--- src/rtl/wdt_pkg.sv ---
`timescale 1ns/1ps
package wdt_pkg;
  localparam int unsigned CODE_W    = 4;
  localparam int unsigned SEL_W     = 2;
  localparam int unsigned CODE_LO_I = 3;
  localparam int unsigned CODE_HI_I = 10;
  // seconds counter must hold 2^(CODE_HI-CODE_LO)
  localparam int unsigned SEC_W     = CODE_HI_I - CODE_LO_I + 1;

  localparam logic [CODE_W-1:0] CODE_LO  = CODE_W'(CODE_LO_I);
  localparam logic [CODE_W-1:0] CODE_HI  = CODE_W'(CODE_HI_I);
  localparam logic [CODE_W-1:0] CODE_RST = 4'd9;

  localparam logic [15:0] OFS_PERIOD = 16'h3004;
  localparam logic [15:0] OFS_SEL    = 16'h3008;
  localparam logic [15:0] OFS_CTRL   = 16'h300C;

  localparam int unsigned CTRL_EN_BIT   = 0;
  localparam int unsigned CTRL_CLR_BIT  = 1;
  localparam int unsigned CTRL_STAT_BIT = 8;

  localparam logic [SEL_W-1:0] SEL_BOTH = 2'd0;

  typedef struct packed {
    logic load;
    logic stop;
  } wdt_cmd_t;

  function automatic logic [CODE_W-1:0] clamp_code(input logic [CODE_W-1:0] c);
    if (c < CODE_LO)      return CODE_LO;
    else if (c > CODE_HI) return CODE_HI;
    else                  return c;
  endfunction
endpackage

--- src/rtl/wdt_regfile.sv ---
`timescale 1ns/1ps
module wdt_regfile
  import wdt_pkg::*;
#(
  parameter int unsigned ADDR_W = 16,
  parameter int unsigned DATA_W = 32
) (
  input  logic                 clk_i,
  input  logic                 rst_ni,
  input  logic [ADDR_W-1:0]    addr_i,
  input  logic [DATA_W-1:0]    wdata_i,
  input  logic                 we_i,
  input  logic                 re_i,
  input  logic                 status_i,
  output logic [DATA_W-1:0]    rdata_o,
  output logic [CODE_W-1:0]    period_o,
  output logic [SEL_W-1:0]     sel_o,
  output logic                 en_o,
  output wdt_cmd_t             cmd_o
);
  localparam logic [ADDR_W-1:0] A_PER = ADDR_W'(OFS_PERIOD);
  localparam logic [ADDR_W-1:0] A_SEL = ADDR_W'(OFS_SEL);
  localparam logic [ADDR_W-1:0] A_CTL = ADDR_W'(OFS_CTRL);

  logic hit_per, hit_sel, hit_ctl;
  logic wr_en, wr_clr;
  logic [CODE_W-1:0] period_q;
  logic [SEL_W-1:0]  sel_q;
  logic              en_q;
  logic              unused_hi;

  assign hit_per   = (addr_i == A_PER);
  assign hit_sel   = (addr_i == A_SEL);
  assign hit_ctl   = (addr_i == A_CTL);
  assign wr_en     = wdata_i[CTRL_EN_BIT];
  assign wr_clr    = wdata_i[CTRL_CLR_BIT];
  assign unused_hi = ^wdata_i[DATA_W-1:CODE_W];

  // load: clear while (staying) enabled, or enable 0->1; clear with enable 0 does nothing
  always_comb begin
    cmd_o.load = we_i && hit_ctl && wr_en && (wr_clr || !en_q);
    cmd_o.stop = we_i && hit_ctl && !wr_en;
  end

  always_ff @(posedge clk_i or negedge rst_ni) begin
    if (!rst_ni) begin
      period_q <= CODE_RST;
      sel_q    <= '0;
      en_q     <= 1'b0;
    end else if (we_i) begin
      if (hit_per) period_q <= clamp_code(wdata_i[CODE_W-1:0]);
      if (hit_sel) sel_q    <= wdata_i[SEL_W-1:0];
      if (hit_ctl) en_q     <= wr_en;
    end
  end

  always_comb begin
    rdata_o = '0;
    if (re_i) begin
      if (hit_per) rdata_o[CODE_W-1:0] = period_q;
      if (hit_sel) rdata_o[SEL_W-1:0]  = sel_q;
      if (hit_ctl) begin
        rdata_o[CTRL_EN_BIT]   = en_q;
        rdata_o[CTRL_STAT_BIT] = status_i;
      end
    end
  end

  assign period_o = period_q;
  assign sel_o    = sel_q;
  assign en_o     = en_q;
endmodule

--- src/rtl/wdt_prescaler.sv ---
`timescale 1ns/1ps
module wdt_prescaler #(
  parameter int unsigned TICK_CYCLES = 50_000_000
) (
  input  logic clk_i,
  input  logic rst_ni,
  input  logic restart_i,
  output logic tick_o
);
  localparam int unsigned PW = (TICK_CYCLES > 1) ? $clog2(TICK_CYCLES) : 1;
  localparam logic [PW-1:0] LAST = PW'(TICK_CYCLES - 1);

  logic [PW-1:0] cnt_q;

  assign tick_o = (cnt_q == LAST);

  always_ff @(posedge clk_i or negedge rst_ni) begin
    if (!rst_ni)                  cnt_q <= '0;
    else if (restart_i || tick_o) cnt_q <= '0;
    else                          cnt_q <= cnt_q + 1'b1;
  end
endmodule

--- src/rtl/wdt_countdown.sv ---
`timescale 1ns/1ps
module wdt_countdown
  import wdt_pkg::*;
(
  input  logic              clk_i,
  input  logic              rst_ni,
  input  logic              tick_i,
  input  wdt_cmd_t          cmd_i,
  input  logic [CODE_W-1:0] period_i,
  input  logic [SEL_W-1:0]  sel_i,
  output logic              irq_o,
  output logic              rst_req_o
);
  logic [SEC_W-1:0] secs_q, load_val;
  logic             run_q, irq_q, rreq_q;

  assign load_val = SEC_W'(1) << (period_i - CODE_LO);

  // stop beats load beats tick
  always_ff @(posedge clk_i or negedge rst_ni) begin
    if (!rst_ni) begin
      secs_q <= '0;
      run_q  <= 1'b0;
      irq_q  <= 1'b0;
      rreq_q <= 1'b0;
    end else begin
      rreq_q <= 1'b0;
      if (cmd_i.stop) begin
        run_q <= 1'b0;
        irq_q <= 1'b0;
      end else if (cmd_i.load) begin
        run_q  <= 1'b1;
        secs_q <= load_val;
        irq_q  <= 1'b0;
      end else if (run_q && tick_i) begin
        if (secs_q == SEC_W'(1)) begin
          run_q  <= 1'b0;
          secs_q <= '0;
          irq_q  <= 1'b1;
          rreq_q <= (sel_i == SEL_BOTH);
        end else begin
          secs_q <= secs_q - 1'b1;
        end
      end
    end
  end

  assign irq_o     = irq_q;
  assign rst_req_o = rreq_q;
endmodule

--- src/rtl/wdt_ack_sync.sv ---
`timescale 1ns/1ps
module wdt_ack_sync #(
  parameter int unsigned ACK_LAT = 3
) (
  input  logic clk_i,
  input  logic rst_ni,
  input  logic en_i,
  input  logic load_i,
  output logic status_o
);
  logic [ACK_LAT-1:0] pipe_q;

  generate
    if (ACK_LAT == 1) begin : g_one
      always_ff @(posedge clk_i or negedge rst_ni) begin
        if (!rst_ni)     pipe_q <= '0;
        else if (load_i) pipe_q <= '0;
        else             pipe_q <= en_i;
      end
    end else begin : g_many
      always_ff @(posedge clk_i or negedge rst_ni) begin
        if (!rst_ni)     pipe_q <= '0;
        else if (load_i) pipe_q <= '0;
        else             pipe_q <= {pipe_q[ACK_LAT-2:0], en_i};
      end
    end
  endgenerate

  assign status_o = pipe_q[ACK_LAT-1];
endmodule

--- src/rtl/pow2_watchdog.sv ---
`timescale 1ns/1ps
module pow2_watchdog
  import wdt_pkg::*;
#(
  parameter int unsigned ADDR_W      = 16,
  parameter int unsigned DATA_W      = 32,
  parameter int unsigned TICK_CYCLES = 50_000_000,
  parameter int unsigned ACK_LAT     = 3
) (
  input  logic              clk_i,
  input  logic              rst_ni,
  input  logic [ADDR_W-1:0] addr_i,
  input  logic [DATA_W-1:0] wdata_i,
  input  logic              we_i,
  input  logic              re_i,
  output logic [DATA_W-1:0] rdata_o,
  output logic              rst_req_o,
  output logic              irq_o
);
  logic [CODE_W-1:0] period_q;
  logic [SEL_W-1:0]  sel_q;
  logic              en_q;
  logic              status_q;
  logic              tick;
  wdt_cmd_t          cmd;

  wdt_regfile #(.ADDR_W(ADDR_W), .DATA_W(DATA_W)) u_regs (
    .clk_i    (clk_i),
    .rst_ni   (rst_ni),
    .addr_i   (addr_i),
    .wdata_i  (wdata_i),
    .we_i     (we_i),
    .re_i     (re_i),
    .status_i (status_q),
    .rdata_o  (rdata_o),
    .period_o (period_q),
    .sel_o    (sel_q),
    .en_o     (en_q),
    .cmd_o    (cmd)
  );

  wdt_prescaler #(.TICK_CYCLES(TICK_CYCLES)) u_pre (
    .clk_i     (clk_i),
    .rst_ni    (rst_ni),
    .restart_i (cmd.load),
    .tick_o    (tick)
  );

  wdt_countdown u_cnt (
    .clk_i     (clk_i),
    .rst_ni    (rst_ni),
    .tick_i    (tick),
    .cmd_i     (cmd),
    .period_i  (period_q),
    .sel_i     (sel_q),
    .irq_o     (irq_o),
    .rst_req_o (rst_req_o)
  );

  wdt_ack_sync #(.ACK_LAT(ACK_LAT)) u_ack (
    .clk_i    (clk_i),
    .rst_ni   (rst_ni),
    .en_i     (en_q),
    .load_i   (cmd.load),
    .status_o (status_q)
  );
endmodule

--- config.mk ---
export PLATFORM = sky130hd
export DESIGN_NAME = pow2_watchdog
export DESIGN_NICKNAME = d
export VERILOG_FILES = /design/src/rtl/wdt_pkg.sv /design/src/rtl/wdt_regfile.sv /design/src/rtl/wdt_prescaler.sv /design/src/rtl/wdt_countdown.sv /design/src/rtl/wdt_ack_sync.sv /design/src/rtl/pow2_watchdog.sv
export SDC_FILE = /design/constraint.sdc
export NUM_CORES = 1
export LEC_CHECK = 0
export BUFFER_PORTS_ARGS = -buffer_cell sky130_fd_sc_hd__buf_2
export CAP_MARGIN = 20
export CELL_PAD_IN_SITES_DETAIL_PLACEMENT = 1
export CELL_PAD_IN_SITES_GLOBAL_PLACEMENT = 2
export CORE_MARGIN = 5
export CORE_UTILIZATION = 33
export CTS_CLUSTER_SIZE = 16
export DETAILED_ROUTE_END_ITERATION = 10
export PLACE_DENSITY = 0.82
export SLEW_MARGIN = 20
export SYNTH_ARGS = -nofsm -noshare
export SYNTH_HDL_FRONTEND = slang
export SYNTH_HIERARCHICAL = 1
export SYNTH_SLANG_ARGS = --single-unit
--- constraint.sdc ---
create_clock -name clk_i -period 4.9 [get_ports clk_i]
set_input_delay 0.735 -clock clk_i [delete_from_list [all_inputs] [get_ports clk_i]]
set_output_delay 0.735 -clock clk_i [all_outputs]
set_load 0.02 [all_outputs]
==> impl_metrics.json <==
{
  "status": "finished clean",
  "ys_dominant_reg_cell": "sky130_fd_sc_hd__dfrtp_1",
  "floorplan.initialDensity": 0.335,
  "startpoint_class_of_the_critical_path": "primary input",
  "drt-total-wl_mm": 6.55,
  "total_leakage_power_nw": 1.36,
  "ys_ff_latch": 47,
  "path_class": "primary input to register",
  "total_length_of_routed_met3_wires_um": 152,
  "placedInstanceArea_sq_um": 3080,
  "n_antenna_cell": 0,
  "final.period_utilization": 0.625,
  "route.vias.total": 2315,
  "setup_viol_count_final": 0,
  "cells_after_synthesis": 308,
  "max_clk_rate_mhz": 327,
  "cts.sink_count": 47,
  "avgRoutedWirePerCell_um": 14.6,
  "layout.cells.most_common": "sky130_fd_sc_hd__dfrtp_1",
  "fraction_of_the_core_area_covered_by_cells_at_the_end_of_the_flow": 0.366,
  "ys_seq_area_frac": 0.405,
  "netlist-cell-type-count": 55,
  "std_cell_rows": 34,
  "cp-end-kind": "register",
  "largest_net_degree_at_the_start_of_global_routing": 48,
  "antenna_found_initial": 0,
  "final_cell_mix": "sky130_fd_sc_hd__dfrtp_1 (45), sky130_fd_sc_hd__nor2_1 (35), sky130_fd_sc_hd__buf_2 (30), sky130_fd_sc_hd__conb_1 (27), sky130_fd_sc_hd__a21oi_1 (24)",
  "slew_headroom": 0.310,
  "grt_pass1_vias": 2323,
  "fin_crit_ns": 3.06,
  "fill_cells": 1050,
  "worst_slack_on_hold_paths_ns": 0.487,
  "cts_root_buffer": "sky130_fd_sc_hd__clkbuf_8",
  "route.detailed.drc": 0,
  "clockBufferDepth": 2,
  "syn_area_per_cell_sq_um": 9.45,
  "design.core.area_sq_um": 8680,
  "timing.critical_path.arrival_ns": 3.25,
  "tightest_slew_ns": 1.04,
  "finalNetCount": 397,
  "post_synth_instance_area_sq_um": 2910,
  "area.growth.synth_to_final_pct": 9.11,
  "clock_tree.htree_level_count": 2,
  "detailedPlacementHpwl_mm": 4.89,
  "dieWidth_um": 104,
  "postCtsSetupRepairBufs": 0,
  "rsz_0062_raised_after_global_routing": "no",
  "final.setup.tns_ns": 0,
  "gpl.final_weighted_congestion": 0.733,
  "path_max_fanout": 20,
  "final_layout_size_suffix_gt1_frac": 0.181,
  "worst_skew_pair.late_latency_ns": 0.30,
  "io-pin-count": 86,
  "grt_util_all_layers": 0.121,
  "synth_largest_area_cell": "sky130_fd_sc_hd__dfrtp_1",
  "vdd.ir_drop.worst_mv": 0.0912,
  "cts.clk_slew.worst_paths_ns": 0.10,
  "cts_hold_buf": 0,
  "drt_iter0_drc": 71,
  "grt_pass1_wl_mm": 11.1,
  "highest-signal-layer": "met4",
  "synth_top_area_frac": 0.387,
  "max-cap-violations": 0,
  "worst_hold_path_type": "register to register",
  "global_route.overflow_total": 0,
  "floorplan.die.height_um": 104,
  "clock_tree_from_tritoncts": "yes",
  "port_buffers": 30,
  "dieArea_sq_um": 10800,
  "fin_area_sq_um": 3180,
  "timing.final.max_slew_violations": 0,
  "wl_met1_mm": 3.04,
  "synth.area.top_cells": "sky130_fd_sc_hd__dfrtp_1 (39%), sky130_fd_sc_hd__buf_4 (7.0%), sky130_fd_sc_hd__nor2_1 (4.5%)",
  "dr.pass1.iters": 4,
  "final.setup_skew_ns": 0.0131,
  "total_power_per_unit_cell_area_nw_per_um2": 219,
  "wl_met2_mm": 3.30,
  "total_of_warnings_raised_by_yosys": 6,
  "cp.required_ns": 5.09,
  "report.final.hold_viol_count": 0,
  "mean_number_of_vias_per_cell": 5.14,
  "detail-route-antenna-nets": 0,
  "cts_inserted_buffers": 5,
  "cts_resized": 0,
  "synth_enable_flop_cells": 0,
  "synth_async_sr_flop_share": 1.00
}
flip-flops by register name, summed over array words and instances, names as in the netlist:
| name | count |
|---|---|
| u_cnt/irq_o | 1 |
| u_pre/cnt_q | 26 |
| u_regs/en_o | 1 |
| u_ack/pipe_q | 3 |
| u_cnt/rst_req_o | 1 |
| u_regs/period_o | 4 |
| u_regs/sel_o | 2 |
| u_cnt/run_q | 1 |
| u_cnt/secs_q | 8 |
logic make-up after synthesis:
| logic type | Yosys count | share of synthesized area |
|---|---|---|
| and+or+nand+nor | 134 | 0.288 |
| adders and majority gates | 4 | 0.0172 |
| DFF | 47 | 0.405 |
| buffers and inverters | 42 | 0.0928 |
| muxes | 6 | 0.0232 |
| AOI/OAI and AO/OA | 59 | 0.127 |
| xor gates and xnor gates | 15 | 0.0451 |
| other | 1 | 0.00129 |
Yosys cell counts, drive strengths merged, types with 2 or more instances:
cell	n
a211oi	3
a21oi	24
a22o	2
and2	2
and3	4
and4	6
buf	31
dfrtp	45
dfstp	2
ha	4
inv	10
mux2	6
nand2	15
nand2b	2
nand3	11
nand3b	4
nand4	11
nor2	35
nor2b	5
nor3	9
nor3b	3
nor4	5
nor4b	4
o21ai	14
o22ai	2
o31ai	8
or3	7
or4	7
xnor2	6
xor2	9
path summary, 6_finish.rpt:
path / from / endpoint / cells past startpoint / slack [ns]
worst max-delay path: addr_i[6] / u_cnt/secs_q[0]$_DFFE_PN0P_ / 8 / 1.84
min in group asynchronous: rst_ni / u_cnt/secs_q[6]$_DFFE_PN0P_ / 2 / 0.53
worst min-delay path: u_ack/pipe_q[1]$_DFF_PN0_ / u_ack/pipe_q[2]$_DFF_PN0_ / 1 / 0.49
max in group asynchronous: rst_ni / u_ack/pipe_q[2]$_DFF_PN0_ / 2 / 3.96
worst max register to register: u_regs/en_o$_DFFE_PN0P_ / u_cnt/secs_q[0]$_DFFE_PN0P_ / 5 / 2.57
worst min register to register: u_ack/pipe_q[1]$_DFF_PN0_ / u_ack/pipe_q[2]$_DFF_PN0_ / 1 / 0.49
critical path, stage by stage:
cell	delay [ns]
sky130_fd_sc_hd__buf_2	0.11
sky130_fd_sc_hd__nor4_4	0.35
sky130_fd_sc_hd__nand4_4	0.25
sky130_fd_sc_hd__a2111oi_4	0.98
sky130_fd_sc_hd__a21oi_1	0.12
sky130_fd_sc_hd__or2_2	0.42
sky130_fd_sc_hd__a211oi_1	0.21
sky130_fd_sc_hd__a21oi_1	0.06
stage by stage:
step | instances | setup slack [ns] | power [mW]
after floorplan | 334 | 2.04 | 0.462
after global placement | 441 | 1.55 | 0.472
after detailed placement | 441 | 1.48 | 0.473
after CTS | 449 | 1.81 | 0.710
after global routing | 450 | 1.60 | 0.735
final | 450 | 1.84 | 0.695
power by group:
part,internal (mW),switching [mW]
sequential,0.394,0.0104
clock,0.0980,0.132
combinational,0.0174,0.0431
cell type report:
cell class              count  area [sq um]  share of cell area
flip-flops and latches     47          1180               0.371
repair buffers             32           169              0.0532
clock buffers               5          68.8              0.0217
well taps                 108           135              0.0425
inverters                  10          37.5              0.0118
multi-input cells         245          1570               0.495
clock inverters             3          15.0             0.00473
routing by layer:
layer  vias up  GRT usage
met5         -          0
met4         0     0.0333
met3         4     0.0248
met2        28      0.203
met1      1159      0.159
li1       1124          -
Note: power is estimated with default switching activity, not from simulation.
